===== config.mk =====
export PLATFORM = sky130hd
export DESIGN_NAME = wlpw_cal_ctrl
export DESIGN_NICKNAME = d
export VERILOG_FILES = /design/src/rtl/wlpw_pkg.sv /design/src/rtl/wlpw_code_bank.sv /design/src/rtl/wlpw_seq.sv /design/src/rtl/wlpw_cal_ctrl.sv
export SDC_FILE = /design/constraint.sdc
export NUM_CORES = 1
export LEC_CHECK = 0
export BUFFER_PORTS_ARGS = -buffer_cell sky130_fd_sc_hd__buf_2
export CORE_MARGIN = 5
export CORE_UTILIZATION = 60
export DETAILED_ROUTE_END_ITERATION = 8
export GPL_TIMING_DRIVEN = 0
export PLACE_DENSITY = 0.87
export SYNTH_ARGS = -nofsm -noshare
export SYNTH_HDL_FRONTEND = slang
export SYNTH_HIERARCHICAL = 1
export SYNTH_SLANG_ARGS = --single-unit

===== constraint.sdc =====
create_clock -name clk -period 4.8 [get_ports clk]
set_clock_uncertainty 0.2 [all_clocks]
set_input_delay 0.72 -clock clk [delete_from_list [all_inputs] [get_ports clk]]
set_output_delay 0.72 -clock clk [all_outputs]
set_load 0.1 [all_outputs]

===== src/rtl/wlpw_pkg.sv =====
package wlpw_pkg;
    typedef enum logic [2:0] {
        S_IDLE,
        S_LAUNCH,
        S_WAIT,
        S_REPAIR,
        S_NEXT
    } seq_state_t;

    localparam logic [1:0] ST_NONE = 2'b00;
    localparam logic [1:0] ST_OK   = 2'b01;
    localparam logic [1:0] ST_FAIL = 2'b10;
    localparam logic [1:0] ST_MIN  = 2'b11;
endpackage


===== src/rtl/wlpw_code_bank.sv =====
module wlpw_code_bank
    import wlpw_pkg::*;
#(
    parameter int N_TGT     = 4,
    parameter int CODE_W    = 4,
    parameter int INIT_CODE = 12,
    parameter int MIN_CODE  = 3,
    parameter int IDX_W     = 2
) (
    input  logic                      clk,
    input  logic                      rst,
    input  logic                      load_all,
    input  logic                      wr_en,
    input  logic [IDX_W-1:0]          wr_idx,
    input  logic [CODE_W-1:0]         wr_code,
    input  logic [1:0]                wr_stat,
    input  logic [IDX_W-1:0]          rd_idx,
    output logic [CODE_W-1:0]         rd_code,
    output logic [N_TGT*CODE_W-1:0]   code_flat,
    output logic [2*N_TGT-1:0]        stat_flat
);
    localparam logic [CODE_W-1:0] INIT_C = CODE_W'(INIT_CODE);
    localparam logic [CODE_W-1:0] MIN_C  = CODE_W'(MIN_CODE);

    logic [CODE_W-1:0] code_q [N_TGT];

    for (genvar t = 0; t < N_TGT; t++) begin : g_tgt
        logic [CODE_W-1:0] code_d;
        logic [1:0]        stat_d, stat_q;

        always_comb begin
            code_d = code_q[t];
            stat_d = stat_q;
            if (load_all) begin
                code_d = INIT_C;
                stat_d = ST_NONE;
            end else if (wr_en && (wr_idx == IDX_W'(t))) begin
                code_d = wr_code;
                stat_d = wr_stat;
            end
        end

        always_ff @(posedge clk) begin
            if (rst) begin
                code_q[t] <= INIT_C;
                stat_q    <= ST_NONE;
            end else begin
                code_q[t] <= code_d;
                stat_q    <= stat_d;
            end
        end

        assign code_flat[t*CODE_W +: CODE_W] = code_q[t];
        assign stat_flat[2*t +: 2]           = stat_q;
    end

    assign rd_code = code_q[rd_idx];

    // a calibrated result always sits strictly above the minimum code
    assert_ok_above_min_R4: assert property (@(posedge clk) disable iff (rst)
        (wr_en && wr_stat == ST_OK) |-> (wr_code > MIN_C));
endmodule


===== src/rtl/wlpw_seq.sv =====
module wlpw_seq
    import wlpw_pkg::*;
#(
    parameter int N_TGT       = 4,
    parameter int CODE_W      = 4,
    parameter int INIT_CODE   = 12,
    parameter int MIN_CODE    = 3,
    parameter int REPAIR_WAIT = 16,
    parameter int IDX_W       = 2
) (
    input  logic              clk,
    input  logic              rst,
    input  logic              cal_start,
    input  logic              test_done,
    input  logic              test_pass,
    input  logic              repair_done,
    input  logic [CODE_W-1:0] cur_code,
    output logic              test_start,
    output logic [IDX_W-1:0]  tgt_idx,
    output logic              load_all,
    output logic              wr_en,
    output logic [CODE_W-1:0] wr_code,
    output logic [1:0]        wr_stat,
    output logic              cal_done
);
    localparam int WCNT_W = $clog2(REPAIR_WAIT + 1);
    localparam logic [CODE_W-1:0] INIT_C = CODE_W'(INIT_CODE);
    localparam logic [CODE_W-1:0] MIN_C  = CODE_W'(MIN_CODE);
    localparam logic [IDX_W-1:0]  LAST   = IDX_W'(N_TGT - 1);
    localparam logic [WCNT_W-1:0] WLIM   = WCNT_W'(REPAIR_WAIT - 1);

    typedef struct packed {
        seq_state_t        state;
        logic [IDX_W-1:0]  tgt;
        logic              first;
        logic              retried;
        logic [WCNT_W-1:0] wcnt;
        logic              done;
    } seq_t;

    seq_t r_q, r_d;

    always_comb begin
        r_d      = r_q;
        load_all = 1'b0;
        wr_en    = 1'b0;
        wr_code  = cur_code;
        wr_stat  = ST_NONE;
        case (r_q.state)
            S_IDLE: if (cal_start) begin
                load_all    = 1'b1;
                r_d.tgt     = '0;
                r_d.first   = 1'b1;
                r_d.retried = 1'b0;
                r_d.done    = 1'b0;
                r_d.state   = S_LAUNCH;
            end
            S_LAUNCH: r_d.state = S_WAIT;
            S_WAIT: if (test_done) begin
                wr_en = 1'b1;
                if (test_pass) begin
                    r_d.first = 1'b0;
                    if (cur_code <= MIN_C) begin
                        wr_code   = MIN_C;
                        wr_stat   = ST_MIN;
                        r_d.state = S_NEXT;
                    end else begin
                        wr_code   = cur_code - 1'b1;
                        r_d.state = S_LAUNCH;
                    end
                end else if (r_q.first) begin
                    wr_stat   = ST_FAIL;
                    r_d.wcnt  = '0;
                    r_d.state = r_q.retried ? S_NEXT : S_REPAIR;
                end else begin
                    wr_code   = cur_code + 1'b1;
                    wr_stat   = ST_OK;
                    r_d.state = S_NEXT;
                end
            end
            S_REPAIR: begin
                if (repair_done) begin
                    r_d.retried = 1'b1;
                    wr_en       = 1'b1;
                    wr_stat     = ST_NONE;
                    r_d.state   = S_LAUNCH;
                end else if (r_q.wcnt == WLIM) begin
                    r_d.state = S_NEXT;
                end else begin
                    r_d.wcnt = r_q.wcnt + 1'b1;
                end
            end
            S_NEXT: begin
                if (r_q.tgt == LAST) begin
                    r_d.done  = 1'b1;
                    r_d.state = S_IDLE;
                end else begin
                    r_d.tgt     = r_q.tgt + 1'b1;
                    r_d.first   = 1'b1;
                    r_d.retried = 1'b0;
                    r_d.state   = S_LAUNCH;
                end
            end
            default: r_d.state = S_IDLE;
        endcase
    end

    always_ff @(posedge clk) begin
        if (rst) begin
            r_q.state   <= S_IDLE;
            r_q.tgt     <= '0;
            r_q.first   <= 1'b1;
            r_q.retried <= 1'b0;
            r_q.wcnt    <= '0;
            r_q.done    <= 1'b0;
        end else begin
            r_q <= r_d;
        end
    end

    assign test_start = (r_q.state == S_LAUNCH);
    assign tgt_idx    = r_q.tgt;
    assign cal_done   = r_q.done;

    // code under test is held while the engine is busy
    assert_code_stable_R8: assert property (@(posedge clk) disable iff (rst)
        (r_q.state == S_WAIT && !test_done) |=> $stable(cur_code));
    // every stored code lies inside the legal range
    assert_code_range_R3: assert property (@(posedge clk) disable iff (rst)
        wr_en |-> (wr_code >= MIN_C && wr_code <= INIT_C));
    // a test request lasts exactly one cycle
    assert_start_pulse_R2: assert property (@(posedge clk) disable iff (rst)
        test_start |=> !test_start);
    // completion only follows the last target
    assert_done_after_last_R9: assert property (@(posedge clk) disable iff (rst)
        $rose(cal_done) |-> ($past(r_q.tgt) == LAST));
endmodule


===== src/rtl/wlpw_cal_ctrl.sv =====
module wlpw_cal_ctrl
    import wlpw_pkg::*;
#(
    parameter int N_TGT       = 4,
    parameter int CODE_W      = 4,
    parameter int INIT_CODE   = 12,
    parameter int MIN_CODE    = 3,
    parameter int REPAIR_WAIT = 16,
    localparam int IDX_W      = (N_TGT > 1) ? $clog2(N_TGT) : 1
) (
    input  logic                    clk,
    input  logic                    rst,
    input  logic                    cal_start,
    output logic                    test_start,
    input  logic                    test_done,
    input  logic                    test_pass,
    output logic [IDX_W-1:0]        test_sel,
    input  logic                    repair_done,
    output logic [N_TGT*CODE_W-1:0] code_out,
    output logic [2*N_TGT-1:0]      status_out,
    output logic                    cal_done
);
    logic              load_all, wr_en;
    logic [CODE_W-1:0] wr_code, cur_code;
    logic [1:0]        wr_stat;

    wlpw_seq #(
        .N_TGT(N_TGT), .CODE_W(CODE_W), .INIT_CODE(INIT_CODE),
        .MIN_CODE(MIN_CODE), .REPAIR_WAIT(REPAIR_WAIT), .IDX_W(IDX_W)
    ) u_seq (
        .clk(clk), .rst(rst), .cal_start(cal_start),
        .test_done(test_done), .test_pass(test_pass),
        .repair_done(repair_done), .cur_code(cur_code),
        .test_start(test_start), .tgt_idx(test_sel),
        .load_all(load_all), .wr_en(wr_en), .wr_code(wr_code),
        .wr_stat(wr_stat), .cal_done(cal_done)
    );

    wlpw_code_bank #(
        .N_TGT(N_TGT), .CODE_W(CODE_W), .INIT_CODE(INIT_CODE),
        .MIN_CODE(MIN_CODE), .IDX_W(IDX_W)
    ) u_bank (
        .clk(clk), .rst(rst), .load_all(load_all), .wr_en(wr_en),
        .wr_idx(test_sel), .wr_code(wr_code), .wr_stat(wr_stat),
        .rd_idx(test_sel), .rd_code(cur_code),
        .code_flat(code_out), .stat_flat(status_out)
    );
endmodule


==> metrics.md <==
| Metric | Value |
|---|---|
| Status | completed |
| EDFF count, synth | 0 |
| Highest clock rate | ~0.36 GHz |
| Worst-path maximum fanout | 11 |
| Vias | 1792 |
| CP arrival | between 2 and 3 ns |
| Inst Count DP | about 300 |
| Hold wc startpoint | u_seq/tgt_idx[1] |
| CTS hold repair buffers | 0 |
| Clk_lat worst skew | 0.34 ns |
| Netlist cell types | 45 |
| Longest Clk Path Bufs | 2 |
| Cell area after synthesis | 2048 um^2 |
| FFs w/ async S/R, synth | 0 |
| First-pass GRT wire length | 7417 um |
| Cell at the root of the clock tree | clkbuf_4 |
| DRT iter0 DRCs | about 190 |
| Worst reg-to-reg path cell count | 8 |
| Ranking of synthesized cells by area | dfxtp_1 36%, mux2i_1 12%, or3b_1 8.6% |
| Setup crit end kind | register |
| Routed metal-1 wirelength | roughly 2200 um |
| Delay-heaviest family, CP | simple AND/OR/NAND/NOR gates |
| Wire length per cell | around 15 um |
| Pre-CTS setup slack | around 2.1 ns |
| Inserted Diodes | 0 |
| Setup violations, final | 0 |
| # Post-CTS Setup Buffers | 0 |
| Die height | 68.43 um |
| Initial antenna violation count | 0 |
| Final net count | 268 |
| Pin count of the biggest net entering global routing | 12 |
| Overall Power | about 620 uW |
| Drt via density | between 5 and 6 |
| TritonCTS Buffers | 5 |
| Commonest non-fill, non-tap cells in the layout | 37 x buf_2, 37 x dfxtp_1, 24 x mux2i_1, 20 x or3b_1, 13 x nor2_1 |
| Die area | ~4700 um^2 |
| TritonCTS clock tree | done |
| Hold crit path type | reg -> reg |
| DRT Wirelength | 4579 um |
| Synth Warn # | 6 |
| Syn Inst Count | approximately 220 |
| Minimum clock period | about 2.8 ns |
| Final instance area | 2321 um^2 |
| Area grow syn2layout | 13.32% |
| Highest routed layer | met4 |
| Antenna Nets Post-Route | 0 |
| CTS sink count | 37 |
| Ports | 34 |
| Non-filler cells, final | 303 |
| Peak VDD IR | roughly 0.17 mV |
| Leak | between 1 and 1.5 nW |
| Mean Syn Cell Area | roughly 9.4 um^2 |
| RSZ-0062 raised after global routing | no |
| Crit path depth | 8 |
| Vias in the first global route | between 1500 and 2000 |
| Hold path endpoint | u_seq/tgt_idx[1] |
| Core ar. | 3311 um^2 |
| R2r startpoint | u_seq/tgt_idx[0] |
| Total GRT Usage | 0.2119 |
| Fin Setup TNS | 0 ns |
| Synth top area share | 0.3616 |
| Syn Nets | between 200 and 250 |
| DP HPWL | approximately 3300 um |
| DRC Markers | 0 |
| Area leader, netlist | dfxtp_1 |
| Cells along the critical path | buf_4 > mux4_2 > nor4b_1 > a41oi_1 > o21ai_0 > o41ai_1 > nor3_1 > mux2i_1 |
| Final Cycle Share | 0.5810 |
| PwrDens | around 270 nW/um^2 |
| Slowest stage delay, CP | ~0.6 ns |
| Met3 WL | roughly 170 um |
| Fin worst setup slack | 2.011 ns |
| Slew @ Worst Pin | 0.4921 ns |
| FF-to-FF setup slack | ~2 ns |
| #FFs+latches synth | 37 |
| Port Buffers | 32 |
| Die width | about 70 um |
| Synth Flop Type | dfxtp_1 |
| H-tree levels | 2 |
| Bufs and invs on worst path | 1 |
| Clock Pin Slew Worst Setup and Hold Paths | around 0.1 ns |
| Hold Vio Cnt, Final | 0 |
| RR Endpoint | u_bank/code_q[1][3] |
| Grt ovf | 0 |
| Setup CP Type | reg -> reg |
| Max cap viols | 0 |
| Critical Path RT | between 4 and 5 ns |
| Relative slew slack | 0.6694 |
| Final Wtd Congestion | about 0.89 |
| Slew Viols, Final | 0 |
| Post-DP Area | ~2300 um^2 |
| Row cnt | 21 |
| Share of layout cells above drive strength 1 | 0.2062 |
| CP max-delay cell | mux4_2 |
| TritonRoute pass-1 iters | 4 |
| Initial Util | 0.6187 |
| Critical Path Start Type | register |
| CTS-repair resized insts | 0 |
| Sequential fraction of the synthesis area | 0.3616 |
| Worst Hold Path Cells | 2 |
| WL met2 | between 2000 and 2500 um |
-- through the flow --
stage | hold WS [ns] | utilization
after floorplan | 0.2429 | -
after global placement | 0.2599 | 0.6844
after detailed placement | 0.2671 | 0.6844
after CTS | 0.2809 | 0.7011
after global routing | 0.3040 | 0.7011
final | 0.2792 | 0.7011
-- registers in the layout (all words and copies together) (netlist names) --
signal,flops
u_bank/code_q,16
u_bank/g_tgt.stat_q,8
u_seq/cal_done,1
u_seq/r_q,10
u_seq/tgt_idx,2
-- worst reg2reg max path: stages (launching register included) --
cell and delay [ns]:
dfxtp_1 0.38, buf_4 0.21, mux4_2 0.60, nor4b_1 0.33, a41oi_1 0.07, o21ai_0 0.19, o41ai_1 0.10, nor3_1 0.44
mux2i_1 0.13
-- how the worst max path moves through the flow --
stage | startpoint | endpoint | slack (ns)
6_report | u_seq/tgt_idx[0] | u_bank/code_q[1][3] | 2.01
5_1_grt | u_seq/tgt_idx[0] | u_bank/code_q[1][3] | 1.81
4_1_cts | u_seq/tgt_idx[0] | u_bank/code_q[1][3] | 2.07
3_5_place_dp | u_seq/tgt_idx[0] | u_bank/code_q[3][3] | 2.08
3_3_place_gp | u_seq/tgt_idx[0] | u_bank/code_q[3][3] | 2.16
2_1_floorplan | u_seq/r_q[10] | test_start | 1.05
-- power by group --
group | total (mW) | switching (mW) | leakage (nW) | internal, mW
Combinational | 0.135 | 0.0940 | 0.674 | 0.0412
Sequential | 0.321 | 0.00747 | 0.299 | 0.314
Clock | 0.163 | 0.0943 | 0.0314 | 0.0691
Total | 0.620 | 0.196 | 1.00 | 0.424
-- cells in the mapped netlist, types with 2 or more instances --
cell      instances
mux4_2            4
or3b_1           20
clkbuf_1          8
inv_1             5
nor4b_1           2
o21bai_1          2
nand2b_1          3
nor2_1           13
mux2i_1          24
nand4b_1          2
ha_1              5
xor2_1            3
o21ai_1           2
dfxtp_1          37
nor3_1           11
nand2_1          10
and3_1            4
nor3b_1           2
or3b_2            2
nor2b_1           4
nand3_1           7
nand3b_1          3
buf_2             5
buf_4             2
a21oi_1          11
a22oi_1           2
o21ai_0           7
-- logic make-up after synthesis --
group	Yosys count	share of synthesized area
buffers and inverters	21	0.04887
flip-flops	37	0.3616
AND/OR/NAND/NOR	88	0.2718
multiplexers	28	0.1613
adder cells (fa/ha/maj)	5	0.03054
AO/OA/AOI/OAI	36	0.1130
XOR/XNOR	3	0.01283
-- area by class of cell --
| cell class | count | area [um^2] |
|---|---|---|
| fillers | 286 | 989.7 |
| well taps | 46 | 57.56 |
| multi-input cells | 160 | 1207 |
| repair buffers | 32 | 160.2 |
| plain buffers | 16 | 81.33 |
| flip-flops and latches | 37 | 740.7 |
| inverters | 5 | 18.77 |
| clock buffers | 7 | 55.05 |
-- layer usage --
| layer | up-vias | GRT usage |
|---|---|---|
| met5 | - | 0 |
| met4 | 0 | 0.07444 |
| met3 | 8 | 0.04598 |
| met2 | 36 | 0.3123 |
| met1 | 858 | 0.3025 |
| li1 | 890 | - |
No activity file was read; power rests on OpenSTA's default activity.
